File: src/rtl/bwa_pkg.sv
package bwa_pkg;
  localparam int LANES  = 4;
  localparam int LANE_W = 8;
  localparam int BUS_W  = LANES * LANE_W;
  localparam int SEL_W  = $clog2(LANES);

  typedef enum logic [1:0] {
    DEV_PLAIN = 2'd0,
    DEV_DRAM  = 2'd1,
    DEV_SYNC  = 2'd2,
    DEV_CARD  = 2'd3
  } dev_kind_e;

  typedef enum logic [1:0] {
    ST_IDLE   = 2'd0,
    ST_LAUNCH = 2'd1,
    ST_WAIT   = 2'd2,
    ST_DONE   = 2'd3
  } bwa_state_e;

  typedef struct packed {
    logic [LANES-1:0]            en;
    logic [LANES-1:0][SEL_W-1:0] sel;
  } lane_map_t;
endpackage

File: src/rtl/bwa_req_check.sv
module bwa_req_check
  import bwa_pkg::*;
(
  input  logic [1:0] dev_type,
  input  logic [1:0] dev_width,
  input  logic [1:0] size_log,
  input  logic [1:0] addr_lo,
  output logic       err,
  output logic [1:0] chunk_log,
  output logic [1:0] n_sub_m1
);
  logic width_ok;
  logic align_ok;

  always_comb begin
    unique case (dev_kind_e'(dev_type))
      DEV_PLAIN: width_ok = (dev_width != 2'd3);
      DEV_DRAM:  width_ok = (dev_width == 2'd1) || (dev_width == 2'd2);
      DEV_SYNC:  width_ok = (dev_width == 2'd2);
      default:   width_ok = (dev_width == 2'd0) || (dev_width == 2'd1);
    endcase
  end

  always_comb begin
    unique case (size_log)
      2'd0:    align_ok = 1'b1;
      2'd1:    align_ok = ~addr_lo[0];
      2'd2:    align_ok = (addr_lo == 2'd0);
      default: align_ok = 1'b0;
    endcase
  end

  assign err = ~(width_ok & align_ok);

  always_comb begin
    if (size_log > dev_width) begin
      chunk_log = dev_width;
      n_sub_m1  = (size_log - dev_width == 2'd1) ? 2'd1 : 2'd3;
    end else begin
      chunk_log = size_log;
      n_sub_m1  = 2'd0;
    end
  end
endmodule

File: src/rtl/bwa_lane_map.sv
module bwa_lane_map
  import bwa_pkg::*;
(
  input  logic       little,
  input  logic [1:0] size_log,
  input  logic [1:0] width_log,
  input  logic [1:0] chunk_log,
  input  logic [1:0] sub_lo,
  output lane_map_t  map
);
  logic [2:0] dev_b, chunk_b, acc_b;
  logic [2:0] lane3, off3, abs3, pos3, sub3;

  always_comb begin
    dev_b   = 3'd1 << width_log;
    chunk_b = 3'd1 << chunk_log;
    acc_b   = 3'd1 << size_log;
    sub3    = {1'b0, sub_lo};
    map     = '0;
    lane3   = '0;
    off3    = '0;
    abs3    = '0;
    pos3    = '0;
    for (int l = 0; l < LANES; l++) begin
      lane3 = 3'(l);
      off3  = little ? lane3 : (dev_b - 3'd1 - lane3);
      abs3  = (sub3 & ~(dev_b - 3'd1)) + off3;
      pos3  = abs3 & (acc_b - 3'd1);
      if ((lane3 < dev_b) && ((abs3 & ~(chunk_b - 3'd1)) == sub3)) begin
        map.en[l]  = 1'b1;
        map.sel[l] = little ? pos3[1:0] : 2'(acc_b - 3'd1 - pos3);
      end
    end
  end
endmodule

File: src/rtl/bwa_rd_assemble.sv
module bwa_rd_assemble
  import bwa_pkg::*;
(
  input  logic             clk,
  input  logic             rst,
  input  logic             clear,
  input  logic             capture,
  input  lane_map_t        map,
  input  logic [BUS_W-1:0] lane_data,
  output logic [BUS_W-1:0] value
);
  logic [LANES-1:0][LANE_W-1:0] acc_q;
  logic [LANES-1:0][LANE_W-1:0] lanes_in;

  assign lanes_in = lane_data;
  assign value    = acc_q;

  always_ff @(posedge clk) begin
    if (rst || clear) begin
      acc_q <= '0;
    end else if (capture) begin
      for (int l = 0; l < LANES; l++) begin
        if (map.en[l]) acc_q[map.sel[l]] <= lanes_in[l];
      end
    end
  end
endmodule

File: src/rtl/bus_width_adapter.sv
module bus_width_adapter
  import bwa_pkg::*;
#(
  parameter int ADDR_W = 32
) (
  input  logic              clk,
  input  logic              rst,
  input  logic              endian_strap,
  input  logic [1:0]        cfg_dev_type,
  input  logic [1:0]        cfg_dev_width,
  input  logic              req_start,
  input  logic              req_write,
  input  logic [1:0]        req_size,
  input  logic [ADDR_W-1:0] req_addr,
  input  logic [31:0]       req_wdata,
  output logic              req_done,
  output logic              req_err,
  output logic [31:0]       req_rdata,
  output logic              mem_req,
  output logic              mem_write,
  output logic [ADDR_W-1:0] mem_addr,
  output logic [3:0]        mem_lane_n,
  output logic [31:0]       mem_wdata,
  input  logic              mem_ack,
  input  logic [31:0]       mem_rdata
);
  bwa_state_e                   st;
  logic                         le_q;
  logic                         rq_write;
  logic [1:0]                   rq_size;
  logic [LANES-1:0][LANE_W-1:0] rq_wdata;
  logic [ADDR_W-1:0]            sub_addr;
  logic [1:0]                   sub_left;
  logic [1:0]                   chunk_q;
  logic                         err_q;
  lane_map_t                    map_q;

  logic       chk_err;
  logic [1:0] chk_chunk;
  logic [1:0] chk_nm1;
  lane_map_t  map_now;
  logic [BUS_W-1:0] steered;
  logic [BUS_W-1:0] assembled;
  logic             asm_clear;
  logic             asm_capture;

  bwa_req_check u_check (
    .dev_type  (cfg_dev_type),
    .dev_width (cfg_dev_width),
    .size_log  (req_size),
    .addr_lo   (req_addr[1:0]),
    .err       (chk_err),
    .chunk_log (chk_chunk),
    .n_sub_m1  (chk_nm1)
  );

  bwa_lane_map u_map (
    .little    (le_q),
    .size_log  (rq_size),
    .width_log (cfg_dev_width),
    .chunk_log (chunk_q),
    .sub_lo    (sub_addr[1:0]),
    .map       (map_now)
  );

  always_comb begin
    for (int l = 0; l < LANES; l++) begin
      steered[l*LANE_W +: LANE_W] = (map_now.en[l] && rq_write) ?
                                    rq_wdata[map_now.sel[l]] : '0;
    end
  end

  assign asm_clear   = (st == ST_IDLE) && req_start;
  assign asm_capture = (st == ST_WAIT) && mem_ack && !rq_write;

  bwa_rd_assemble u_asm (
    .clk       (clk),
    .rst       (rst),
    .clear     (asm_clear),
    .capture   (asm_capture),
    .map       (map_q),
    .lane_data (mem_rdata),
    .value     (assembled)
  );

  always_ff @(posedge clk) begin
    if (rst) begin
      st         <= ST_IDLE;
      le_q       <= endian_strap;
      rq_write   <= 1'b0;
      rq_size    <= '0;
      rq_wdata   <= '0;
      sub_addr   <= '0;
      sub_left   <= '0;
      chunk_q    <= '0;
      err_q      <= 1'b0;
      map_q      <= '0;
      req_done   <= 1'b0;
      req_err    <= 1'b0;
      req_rdata  <= '0;
      mem_req    <= 1'b0;
      mem_write  <= 1'b0;
      mem_addr   <= '0;
      mem_lane_n <= '1;
      mem_wdata  <= '0;
    end else begin
      req_done <= 1'b0;
      unique case (st)
        ST_IDLE: begin
          if (req_start) begin
            rq_write <= req_write;
            rq_size  <= req_size;
            rq_wdata <= req_wdata;
            sub_addr <= req_addr;
            sub_left <= chk_nm1;
            chunk_q  <= chk_chunk;
            err_q    <= chk_err;
            st       <= chk_err ? ST_DONE : ST_LAUNCH;
          end
        end
        ST_LAUNCH: begin
          mem_req    <= 1'b1;
          mem_write  <= rq_write;
          mem_addr   <= sub_addr;
          mem_lane_n <= ~map_now.en;
          mem_wdata  <= steered;
          map_q      <= map_now;
          st         <= ST_WAIT;
        end
        ST_WAIT: begin
          if (mem_ack) begin
            mem_req    <= 1'b0;
            mem_write  <= 1'b0;
            mem_lane_n <= '1;
            mem_wdata  <= '0;
            if (sub_left == 2'd0) begin
              st <= ST_DONE;
            end else begin
              sub_addr <= sub_addr + (ADDR_W'(1) << chunk_q);
              sub_left <= sub_left - 2'd1;
              st       <= ST_LAUNCH;
            end
          end
        end
        default: begin
          req_done  <= 1'b1;
          req_err   <= err_q;
          req_rdata <= assembled;
          st        <= ST_IDLE;
        end
      endcase
    end
  end
endmodule

File: config.mk
export PLATFORM = sky130hd
export DESIGN_NAME = bus_width_adapter
export DESIGN_NICKNAME = d
export VERILOG_FILES = /design/src/rtl/bwa_pkg.sv /design/src/rtl/bwa_req_check.sv /design/src/rtl/bwa_lane_map.sv /design/src/rtl/bwa_rd_assemble.sv /design/src/rtl/bus_width_adapter.sv
export SDC_FILE = /design/constraint.sdc
export NUM_CORES = 1
export LEC_CHECK = 0
export BUFFER_PORTS_ARGS = -buffer_cell sky130_fd_sc_hd__buf_2
export CELL_PAD_IN_SITES_DETAIL_PLACEMENT = 1
export CELL_PAD_IN_SITES_GLOBAL_PLACEMENT = 1
export CORE_MARGIN = 2
export CORE_UTILIZATION = 34
export DETAILED_ROUTE_END_ITERATION = 8
export GPL_ROUTABILITY_DRIVEN = 0
export PLACE_DENSITY = 0.76
export SLEW_MARGIN = 20
export SYNTH_ARGS = -nofsm -noshare
export SYNTH_HDL_FRONTEND = slang
export SYNTH_SLANG_ARGS = --single-unit
File: constraint.sdc
create_clock -name clk -period 6.7 [get_ports clk]
set_input_delay 0.67 -clock clk [delete_from_list [all_inputs] [get_ports clk]]
set_output_delay 0.67 -clock clk [all_outputs]
set_load 0.1 [all_outputs]
==> impl_summary.log, run 1 <==
INFO  metric synth.avg_cell_area = about 8 um^2
INFO  metric tritoncts.num_buffers = 27
INFO  metric report.final.setup_viol = 0
INFO  metric hold-worst-slack = about 0.30 ns
INFO  metric timing_worst_slew_pin_value = around 1.1 ns
INFO  metric pwr_density_cell = between 200 and 300 nW/um^2
INFO  metric cell_by_cell_listing_of_the_critical_path = buf_2 > inv_1 > ha_1 > xor2_1 > nand2_1 > inv_1 > fa_1 > xnor2_1 > nand2_1 > nor3_2 > nand3_1 > o221ai_1
INFO  metric critical_path_class = in2reg
INFO  metric timing.rr.start = le_q
INFO  metric final_cell_count_no_fill = ~2100
INFO  metric critical_path.slowest_cell = sky130_fd_sc_hd__nor3_2
INFO  metric critPathRequiredTime = just over 7 ns
INFO  metric power.static_leakage = around 5.4 nW
INFO  metric hold_path_end = le_q
INFO  metric place.port_buffers = approximately 210
INFO  metric postSynthNetCount = 1571
INFO  metric core_region_area = 33400 um^2
INFO  metric global_route.usage.total = a little under a quarter
INFO  metric syn_to_final_growth = 19.7%
INFO  metric totalNegativeSetupSlack = 0 ns
INFO  metric post_synth_top_area_cell = sky130_fd_sc_hd__dfxtp_1
INFO  metric hold_start = endian_strap
INFO  metric ys_seq_area_share = roughly 40%
INFO  metric post-route-period-util = 50.1%
INFO  metric final_nets = roughly 1700
INFO  metric worst_ep_arrival_time = between 3 and 4 ns
INFO  metric cts_resized = 0
INFO  metric rsz0062_at_grt = false
INFO  metric initial_core_util = 34.4%
INFO  metric post-cts-setup-buffers = 0
INFO  metric clock_tree.buffer_depth = 3
INFO  metric timing.max_cap.violations = 0
INFO  metric yosysWarnings = 0
INFO  metric via_per_inst = 5.67
INFO  metric floorplan_die_height = ~190 um
INFO  metric number_of_antenna_violations_at_the_first_check_in_global_routing = 2
INFO  metric final.setup_skew = 0.0390 ns
INFO  metric via_count_of_the_first_global_routing_pass = between 10000 and 15000
INFO  metric synth_enable_flop_cells = 1
INFO  metric power = approximately 3.6 mW
INFO  metric outcome = finished, final reports clean
INFO  metric cts-hold-fix-buffers = 0
INFO  metric hold_path_depth = 1
INFO  metric worst_slack = approximately 3.3 ns
INFO  metric final_core_utilization = 41.2%
INFO  metric clock_insertion_delay_worst_skew = 0.56 ns
INFO  metric synth.top_cells.by_count = 265 x sky130_fd_sc_hd__nand2_1, 222 x sky130_fd_sc_hd__dfxtp_1, 132 x sky130_fd_sc_hd__a21oi_1
INFO  metric achievable-frequency = between 200 and 300 MHz
INFO  metric dieArea = around 35000 um^2
INFO  metric yosys.area.top_type_share = 38.6%
INFO  metric drtAntennaViolNets = 0
INFO  metric postRouteWirelength = 41900 um
INFO  metric dp.final_hpwl = 29300 um
INFO  metric grt_pass1_wl = roughly 65000 um
INFO  metric place_ws = 2.86 ns
INFO  metric dr.first_iter.drc_count = approximately 900
INFO  metric largest_net_degree_at_the_start_of_global_routing = 90
INFO  metric element_type_at_the_critical_path_start = input pin
INFO  metric worst_r2r_path_depth = 8
INFO  metric max_slew_margin = 25.2%
INFO  metric synth-seq-cells = about 220
INFO  metric finish.instance_area = 13800 um^2
INFO  metric drtPass1Iterations = 5
INFO  metric critical_path_peak_fanout = 10
INFO  metric timing_hold_violations_final = 0
INFO  metric globalRoute.totalOverflow = 0
INFO  metric syn_area = 11500 um^2
INFO  metric yosysMostFrequentCell = sky130_fd_sc_hd__nand2_1
INFO  metric fillerInstances = about 4100
INFO  metric netlist_instances = about 1400
INFO  metric worst_hold_path_type = in2reg
INFO  metric synth.distinct_cells = between 60 and 70
INFO  metric critical_path.max_stage_delay = 0.61 ns
INFO  metric route.vias.total = 11700
INFO  metric ports = around 210
INFO  metric postSynth.asyncResetShare = 0%
INFO  metric max-vdd-ir-drop = a little under 0.2 mV
INFO  metric biggest_area_contributors_in_the_synthesized_netlist = sky130_fd_sc_hd__dfxtp_1 39%, sky130_fd_sc_hd__nand2_1 8.6%, sky130_fd_sc_hd__a21oi_1 5.7%
INFO  metric min_period = between 3 and 4 ns
INFO  metric synthFlopType = sky130_fd_sc_hd__dfxtp_1
INFO  metric overall_die_width = ~190 um
INFO  metric cts_tree = done
INFO  metric placed_cell_area = 12900 um^2
INFO  metric endpoint_kind = flip-flop
INFO  metric placed_cells_incl_taps = 2017
INFO  metric final_layout_size_suffix_gt1_share = about a fifth
INFO  metric drv_slew = 0
INFO  metric setup.reg_to_reg.worst_slack = around 3.5 ns
INFO  metric root_buffer = sky130_fd_sc_hd__clkbuf_16
INFO  metric r2r-end = mem_wdata[12]
INFO  metric drt_drc_violations_left = 0
INFO  metric routedWlPerCell = 20.2 um
INFO  metric h-tree-depth = 1
INFO  metric clock_sinks = 223
INFO  metric path_clk_slew = ~0.060 ns
INFO  metric rows = 67
## power breakdown
group          leakage, nW  internal, mW  switching [mW]
sequential            1.81          1.39           0.100
combinational         3.12         0.196           0.411
clock                0.452         0.890           0.605
## worst max path at each step
stage / start / slack (ns) / endpoint / cells after the start
3_5_place_dp: cfg_dev_width[1] / 2.86 / mem_wdata[12] / 12
5_1_grt: cfg_dev_width[1] / 3.05 / mem_wdata[16] / 13
2_1_floorplan: cfg_dev_width[1] / 3.46 / mem_wdata[31] / 12
3_3_place_gp: cfg_dev_width[1] / 2.97 / mem_wdata[31] / 13
6_report: cfg_dev_width[1] / 3.34 / mem_wdata[12] / 12
4_1_cts: cfg_dev_width[1] / 3.43 / mem_wdata[12] / 12
## registers in the layout, summed over array words and instances, names as in the netlist
| name | count |
|---|---|
| le_q | 1 |
| mem_addr | 32 |
| mem_write | 1 |
| sub_addr | 32 |
| mem_wdata | 32 |
| chunk_q | 2 |
| req_rdata | 32 |
| st | 2 |
| req_err | 1 |
| err_q | 1 |
| sub_left | 2 |
| map_q | 12 |
| rq_wdata | 32 |
| req_done | 1 |
| mem_req | 1 |
| mem_lane_n | 4 |
| rq_size | 2 |
| u_asm.value | 32 |
| rq_write | 1 |
## per-layer routing
layer,up-vias,wire length [um],track usage [%]
li1,5534,-,-
met1,5716,19000,31.2
met2,401,19300,37.0
met3,78,2450,3.22
met4,2,1170,7.84
met5,-,16,0
## critical path: cells and delay by family
kind / cells / cell delay [ns]
xor gates and xnor gates: 2 / 0.45
AOI/OAI and AO/OA: 1 / 0.24
adders and majority gates: 2 / 0.77
buffers and inverters: 3 / 0.41
and+or+nand+nor: 4 / 1.28
## cell type report
class,instances,area [um^2],share of cell area (%)
Timing Repair Buffer,225,1160,8.45
Antenna cell,2,5.00,0.0363
Tap cell,448,561,4.07
Clock buffer,31,721,5.23
Clock inverter,19,189,1.37
Multi-Input combinational cell,1098,6580,47.7
Sequential cell,223,4470,32.5
Inverter,23,86.3,0.627
## cell usage in the layout (no fill, tap or decap), types with 12 or more instances in the layout
cell	netlist	final
sky130_fd_sc_hd__a211oi_1	54	54
sky130_fd_sc_hd__a21o_1	12	12
sky130_fd_sc_hd__a21oi_1	132	131
sky130_fd_sc_hd__a22o_1	37	37
sky130_fd_sc_hd__a22oi_1	14	14
sky130_fd_sc_hd__a31oi_1	25	25
sky130_fd_sc_hd__buf_2	9	210
sky130_fd_sc_hd__buf_4	1	15
sky130_fd_sc_hd__clkbuf_16	0	27
sky130_fd_sc_hd__dfxtp_1	222	222
sky130_fd_sc_hd__ha_1	16	16
sky130_fd_sc_hd__inv_1	23	23
sky130_fd_sc_hd__mux2_2	33	33
sky130_fd_sc_hd__mux2i_1	43	43
sky130_fd_sc_hd__nand2_1	265	265
sky130_fd_sc_hd__nand3_1	28	28
sky130_fd_sc_hd__nor2_1	100	95
sky130_fd_sc_hd__nor3_1	47	46
sky130_fd_sc_hd__o21ai_0	66	66
sky130_fd_sc_hd__o22ai_1	20	20
sky130_fd_sc_hd__o31ai_1	14	14
sky130_fd_sc_hd__or3_1	36	36
## cells by family after synthesis
| logic type | count (synthesis) | share of synthesized area [%] |
|---|---|---|
| and+or+nand+nor | 561 | 22.5 |
| xor gates and xnor gates | 8 | 0.609 |
| DFF | 223 | 38.9 |
| muxes | 76 | 6.97 |
| adders and majority gates | 20 | 2.44 |
| AOI/OAI and AO/OA | 433 | 24.3 |
| buffers and inverters | 122 | 4.24 |
Power figures use the tool's default switching activity.
==> run 2: changes to the inputs <==
==> constraint.sdc (replaced) <==
create_clock -name clk -period 3.1 [get_ports clk]
set_input_delay 0.31 -clock clk [delete_from_list [all_inputs] [get_ports clk]]
set_output_delay 0.31 -clock clk [all_outputs]
set_load 0.1 [all_outputs]
==> impl_summary.log, run 2 (synthesized netlist as in run 1, its figures left out) <==
INFO  metric via_per_inst = 5.65
INFO  metric outcome = finished, final reports clean
INFO  metric final_cell_count_no_fill = approximately 2100
INFO  metric root_buffer = sky130_fd_sc_hd__clkbuf_16
INFO  metric worst_slack = approximately 0.23 ns
INFO  metric global_route.usage.total = between 20% and 30%
INFO  metric critical_path_class = reg2reg
INFO  metric drtAntennaViolNets = 0
INFO  metric path_clk_slew = ~0.060 ns
INFO  metric placed_cells_incl_taps = about 2000
INFO  metric number_of_antenna_violations_at_the_first_check_in_global_routing = 1
INFO  metric rsz0062_at_grt = false
INFO  metric layout_common_cells = 265 x sky130_fd_sc_hd__nand2_1, 222 x sky130_fd_sc_hd__dfxtp_1, 210 x sky130_fd_sc_hd__buf_2, 131 x sky130_fd_sc_hd__a21oi_1, 97 x sky130_fd_sc_hd__nor2_1
INFO  metric timing_hold_violations_final = 0
INFO  metric drv_slew = 0
INFO  metric post-route-period-util = between 90% and 100%
INFO  metric tritoncts.num_buffers = 28
INFO  metric power.static_leakage = between 5 and 6 nW
INFO  metric placed_cell_area = 13100 um^2
INFO  metric power = 7.99 mW
INFO  metric h-tree-depth = 1
INFO  metric worst_hold_path_type = in2reg
INFO  metric syn_to_final_growth = 25.3%
INFO  metric drt_drc_violations_left = 0
INFO  metric route.vias.total = 12000
INFO  metric routedWlPerCell = between 20 and 25 um
INFO  metric grt_pass1_wl = 67700 um
INFO  metric finish.instance_area = about 14000 um^2
INFO  metric worst_ep_arrival_time = 3.33 ns
INFO  metric initial_core_util = between 30 and 40%
INFO  metric ports = around 210
INFO  metric fillerInstances = 4067
INFO  metric globalRoute.totalOverflow = 0
INFO  metric overall_die_width = approximately 190 um
INFO  metric min_period = around 2.9 ns
INFO  metric critPathRequiredTime = 3.56 ns
INFO  metric place.port_buffers = 211
INFO  metric max-vdd-ir-drop = approximately 0.43 mV
INFO  metric max_slew_margin = 43.8%
INFO  metric diodes = 0
INFO  metric place_ws = -0.128 ns
INFO  metric hold-worst-slack = about 0.059 ns
INFO  metric critical_path_peak_fanout = 7
INFO  metric timing.max_cap.violations = 0
INFO  metric clock_sinks = 223
INFO  metric core_region_area = around 33000 um^2
INFO  metric post-cts-setup-buffers = 0
INFO  metric via_count_of_the_first_global_routing_pass = roughly 12000
INFO  metric dp.final_hpwl = 29800 um
INFO  metric largest_net_degree_at_the_start_of_global_routing = 74
INFO  metric rows = 67
INFO  metric final_nets = 1790
INFO  metric drtPass1Iterations = 5
INFO  metric final_common_cell = sky130_fd_sc_hd__nand2_1
INFO  metric timing_worst_slew_pin_value = 0.840 ns
INFO  metric achievable-frequency = between 300 and 400 MHz
INFO  metric clock_insertion_delay_worst_skew = approximately 0.55 ns
INFO  metric final_layout_size_suffix_gt1_share = between 20% and 30%
INFO  metric element_type_at_the_critical_path_start = flip-flop
INFO  metric report.final.setup_viol = 0
INFO  metric clock_tree.buffer_depth = 3
INFO  metric cts_tree = done
INFO  metric final.setup_skew = 0.0319 ns
INFO  metric pwr_density_cell = between 500 and 600 nW/um^2
INFO  metric endpoint_kind = flip-flop
INFO  metric dieArea = between 30000 and 40000 um^2
INFO  metric postRouteWirelength = ~43000 um
INFO  metric dr.first_iter.drc_count = approximately 760
INFO  metric floorplan_die_height = between 150 and 200 um
[run 2: changes by cell type in the layout (fill, tap and decap cells not counted), sizes merged]
| cell | previous run | this run |
|---|---|---|
| bufinv | 3 | 2 |
| clkinv | 10 | 8 |
| clkbuf | 31 | 40 |
| buf | 225 | 254 |
| diode | 2 | 0 |
| inv | 26 | 23 |
| clkinvlp | 3 | 2 |
| dlygate4sd3 | 0 | 34 |
[run 2: routing by layer]
layer | share of wire [%] | up-vias | wire, um | track usage (%)
li1 | - | 5677 | - | -
met1 | 45 | 5886 | 19100 | 31.4
met2 | 47 | 402 | 20000 | 39.2
met5 | 0.030 | - | 13 | 0
met4 | 2.7 | 2 | 1130 | 7.06
met3 | 5.6 | 76 | 2410 | 3.43
[run 2: where the power goes]
part / switching [mW] / total [mW] / internal (mW)
clock network: 1.29 / 3.37 / 2.08
logic: 0.921 / 1.40 / 0.482
registers: 0.201 / 3.22 / 3.02
[run 2: area by class of cell]
type                            instances  area (um^2)  area share, %
Multi-Input combinational cell       1098         6580           45.6
Clock inverter                         12          119          0.824
Clock buffer                           40          857           5.94
Timing Repair Buffer                  288         1750           12.1
Sequential cell                       223         4470           31.0
Tap cell                              448          561           3.89
Inverter                               23         86.3          0.599
[run 2: critical path: stages, from the launching register on]
cell and delay (ns):
sky130_fd_sc_hd__dfxtp_1 0.38, sky130_fd_sc_hd__or2_4 0.27, sky130_fd_sc_hd__inv_1 0.09, sky130_fd_sc_hd__ha_1 0.22, sky130_fd_sc_hd__inv_1 0.07, sky130_fd_sc_hd__fa_1 0.39
sky130_fd_sc_hd__nor2b_1 0.17, sky130_fd_sc_hd__o21a_1 0.27, sky130_fd_sc_hd__o211ai_1 0.30, sky130_fd_sc_hd__nor4bb_1 0.36, sky130_fd_sc_hd__a31oi_1 0.08, sky130_fd_sc_hd__a21oi_1 0.17
[run 2: final timing paths]
path | slack [ns] | end | cells past startpoint | startpoint
max | 0.23 | sub_addr[20] | 11 | chunk_q[0]
min | 0.06 | rq_size[0] | 2 | req_size[0]
max reg2reg | 0.23 | sub_addr[20] | 11 | chunk_q[0]
min reg2reg | 0.45 | req_rdata[27] | 2 | req_rdata[27]
[run 2: what timing repair did]
action | 4_1_cts | 5_1_grt
hold endpoints to repair | 34 | 0
endpoints found under the setup margin | 0 | 5
hold buffers | 34 | 0
gates resized for setup | 0 | 1
[run 2: through the flow]
stage,TNS [ns],utilization [%]
final,0,43.1
after global routing,0,43.1
after CTS,0,43.1
after detailed placement,-0.700,39.2
after global placement,0,39.2
after floorplan,0,-
==> run 3: changes to the inputs <==
--- a/config.mk
+++ b/config.mk
@@ -12,7 +12,7 @@
 export CORE_UTILIZATION = 34
 export DETAILED_ROUTE_END_ITERATION = 8
 export GPL_ROUTABILITY_DRIVEN = 0
-export PLACE_DENSITY = 0.76
+export PLACE_DENSITY = 0.69
 export SLEW_MARGIN = 20
 export SYNTH_ARGS = -nofsm -noshare
 export SYNTH_HDL_FRONTEND = slang
==> impl_summary.log, run 3 (synthesized netlist as in run 1, its figures left out) <==
INFO  metric final_nets = roughly 1800
INFO  metric sequential_share_of_power = between 40% and 50%
INFO  metric routedWlPerCell = approximately 20 um
INFO  metric timing_worst_slew_pin_value = between 0.8 and 0.9 ns
INFO  metric largest_net_degree_at_the_start_of_global_routing = 66
INFO  metric initial_core_util = about a third
INFO  metric max-vdd-ir-drop = 0.435 mV
INFO  metric timing.max_cap.violations = 0
INFO  metric power.static_leakage = ~5.7 nW
INFO  metric dieArea = roughly 35000 um^2
INFO  metric h-tree-depth = 1
INFO  metric total_switching_power = ~2.4 mW
INFO  metric critPathLaunch = chunk_q[0]
INFO  metric via_count_of_the_first_global_routing_pass = 12200
INFO  metric endpoint_kind = flip-flop
INFO  metric drtPass1Iterations = 5
INFO  metric final_common_cell = sky130_fd_sc_hd__nand2_1
INFO  metric clock_sinks = ~220
INFO  metric achievable-frequency = 356 MHz
INFO  metric via_per_inst = 5.56
INFO  metric min_period = 2.81 ns
INFO  metric final_layout_size_suffix_gt1_share = between 20% and 30%
INFO  metric report.final.setup_viol = 0
INFO  metric timing_hold_violations_final = 0
INFO  metric post-route-period-util = 90.6%
INFO  metric p_int = about 5.6 mW
INFO  metric dp.final_hpwl = 30200 um
INFO  metric timing.rr.start = chunk_q[0]
INFO  metric clock_tree.buffer_depth = 3
INFO  metric setup.reg_to_reg.worst_slack = approximately 0.29 ns
INFO  metric worst_r2r_path_depth = 11
INFO  metric critical_path_peak_fanout = 7
INFO  metric power.switching_fraction = 29.9%
INFO  metric element_type_at_the_critical_path_start = flip-flop
INFO  metric clock_insertion_delay_worst_skew = ~0.56 ns
INFO  metric cts_tree = done
INFO  metric max_slew_margin = 42.9%
INFO  metric core_region_area = ~33000 um^2
INFO  metric pwr_density_cell = 550 nW/um^2
INFO  metric clockPowerShare = 41.7%
INFO  metric route.vias.total = 11900
INFO  metric drv_slew = 0
INFO  metric critPathRequiredTime = between 3 and 4 ns
INFO  metric power.share.combinational = between 10% and 20%
INFO  metric tritoncts.num_buffers = 27
INFO  metric worst_hold_path_type = in2reg
INFO  metric floorplan_die_height = ~190 um
INFO  metric grt_pass1_wl = roughly 68000 um
INFO  metric final.setup_skew = about 0.038 ns
INFO  metric drt_drc_violations_left = 0
INFO  metric power = between 7 and 8 mW
INFO  metric ports = ~210
INFO  metric dr.first_iter.drc_count = approximately 750
INFO  metric cp-endpoint = sub_addr[22]
INFO  metric postRouteWirelength = 42800 um
INFO  metric globalRoute.totalOverflow = 0
INFO  metric rows = 67
INFO  metric path_clk_slew = roughly 0.060 ns
INFO  metric place.port_buffers = between 200 and 250
INFO  metric global_route.usage.total = a little under a quarter
INFO  metric rsz0062_at_grt = false
INFO  metric drtAntennaViolNets = 0
INFO  metric critical_path_class = reg2reg
INFO  metric syn_to_final_growth = 25.3%
INFO  metric overall_die_width = roughly 190 um
INFO  metric worst_ep_arrival_time = roughly 3.3 ns
INFO  metric number_of_antenna_violations_at_the_first_check_in_global_routing = 2
INFO  metric root_buffer = sky130_fd_sc_hd__clkbuf_16
INFO  metric layout_common_cells = 265 x sky130_fd_sc_hd__nand2_1, 222 x sky130_fd_sc_hd__dfxtp_1, 210 x sky130_fd_sc_hd__buf_2, 131 x sky130_fd_sc_hd__a21oi_1, 97 x sky130_fd_sc_hd__nor2_1
INFO  metric totalNegativeSetupSlack = 0 ns
INFO  metric outcome = finished, final reports clean
INFO  metric r2r-end = sub_addr[22]
## run 3: per-layer routing
layer / track usage, % / vias to the layer above / wire, um
li1: - / 5665 / -
met1: 32.0 / 5845 / 19800
met2: 39.7 / 299 / 20400
met3: 2.86 / 51 / 1830
met4: 6.12 / 2 / 775
met5: 0 / - / 15
## run 3: worst min-delay path by stage
stage / startpoint / to / slack, ns / cells past startpoint
4_1_cts: req_size[0] / rq_size[0] / 0.04 / 2
5_1_grt: req_size[0] / rq_size[0] / 0.07 / 2
3_3_place_gp: mem_wdata[4] / mem_wdata[4] / 0.44 / 2
2_1_floorplan: endian_strap / le_q / 0.41 / 0
6_report: req_size[1] / rq_size[1] / 0.07 / 2
3_5_place_dp: req_rdata[4] / req_rdata[4] / 0.45 / 2
## run 3: per-stage QoR
stage                     worst slack, ns  util (%)  instances  hold slack (ns)  cell area (um^2)
after global placement             0.0535      39.2       2051            0.440             13100
final                               0.292      43.1       2135           0.0651             14400
after detailed placement          -0.0892      39.2       2051            0.446             13100
after floorplan                     0.220         -       1443            0.409             11500
after CTS                           0.229      43.0       2131           0.0415             14400
after global routing               0.0221      43.1       2135           0.0741             14400
## run 3: layout make-up
class | count | area [um^2]
tap | 448 | 561
antenna | 1 | 2.50
timing repair buffer | 296 | 1790
clock buffer | 40 | 816
multi-input combinational | 1098 | 6580
clock inverter | 6 | 111
sequential | 223 | 4470
inverter | 23 | 86.3
fill | 4084 | 19000
## run 3: timing repair
action | 4_1_cts | 5_1_grt
endpoints found under the hold margin | 34 | 0
buffers inserted | 0 | 3
hold buffers | 34 | 0
setup endpoints to repair | 0 | 7
gates resized for setup | 0 | 1
## run 3: power by group through the flow
stage / clock (mW) / sequential (mW) / combinational (mW)
after CTS: 3.38 / 3.21 / 1.41
after floorplan: 0 / 3.32 / 0.816
after detailed placement: 0 / 3.28 / 1.37
final: 3.31 / 3.22 / 1.41
after global placement: 0 / 3.27 / 1.33
after global routing: 3.51 / 3.24 / 1.55
## run 3: worst max-delay path, stage by stage, from the launching register on
cell                       delay (ns)
sky130_fd_sc_hd__dfxtp_1         0.38
sky130_fd_sc_hd__or2_4           0.27
sky130_fd_sc_hd__inv_1           0.08
sky130_fd_sc_hd__ha_1            0.20
sky130_fd_sc_hd__inv_1           0.07
sky130_fd_sc_hd__fa_1            0.40
sky130_fd_sc_hd__nor2b_1         0.17
sky130_fd_sc_hd__o21a_1          0.27
sky130_fd_sc_hd__o211ai_1        0.29
sky130_fd_sc_hd__nor4_1          0.30
sky130_fd_sc_hd__o21ai_0         0.13
sky130_fd_sc_hd__a31oi_1         0.16
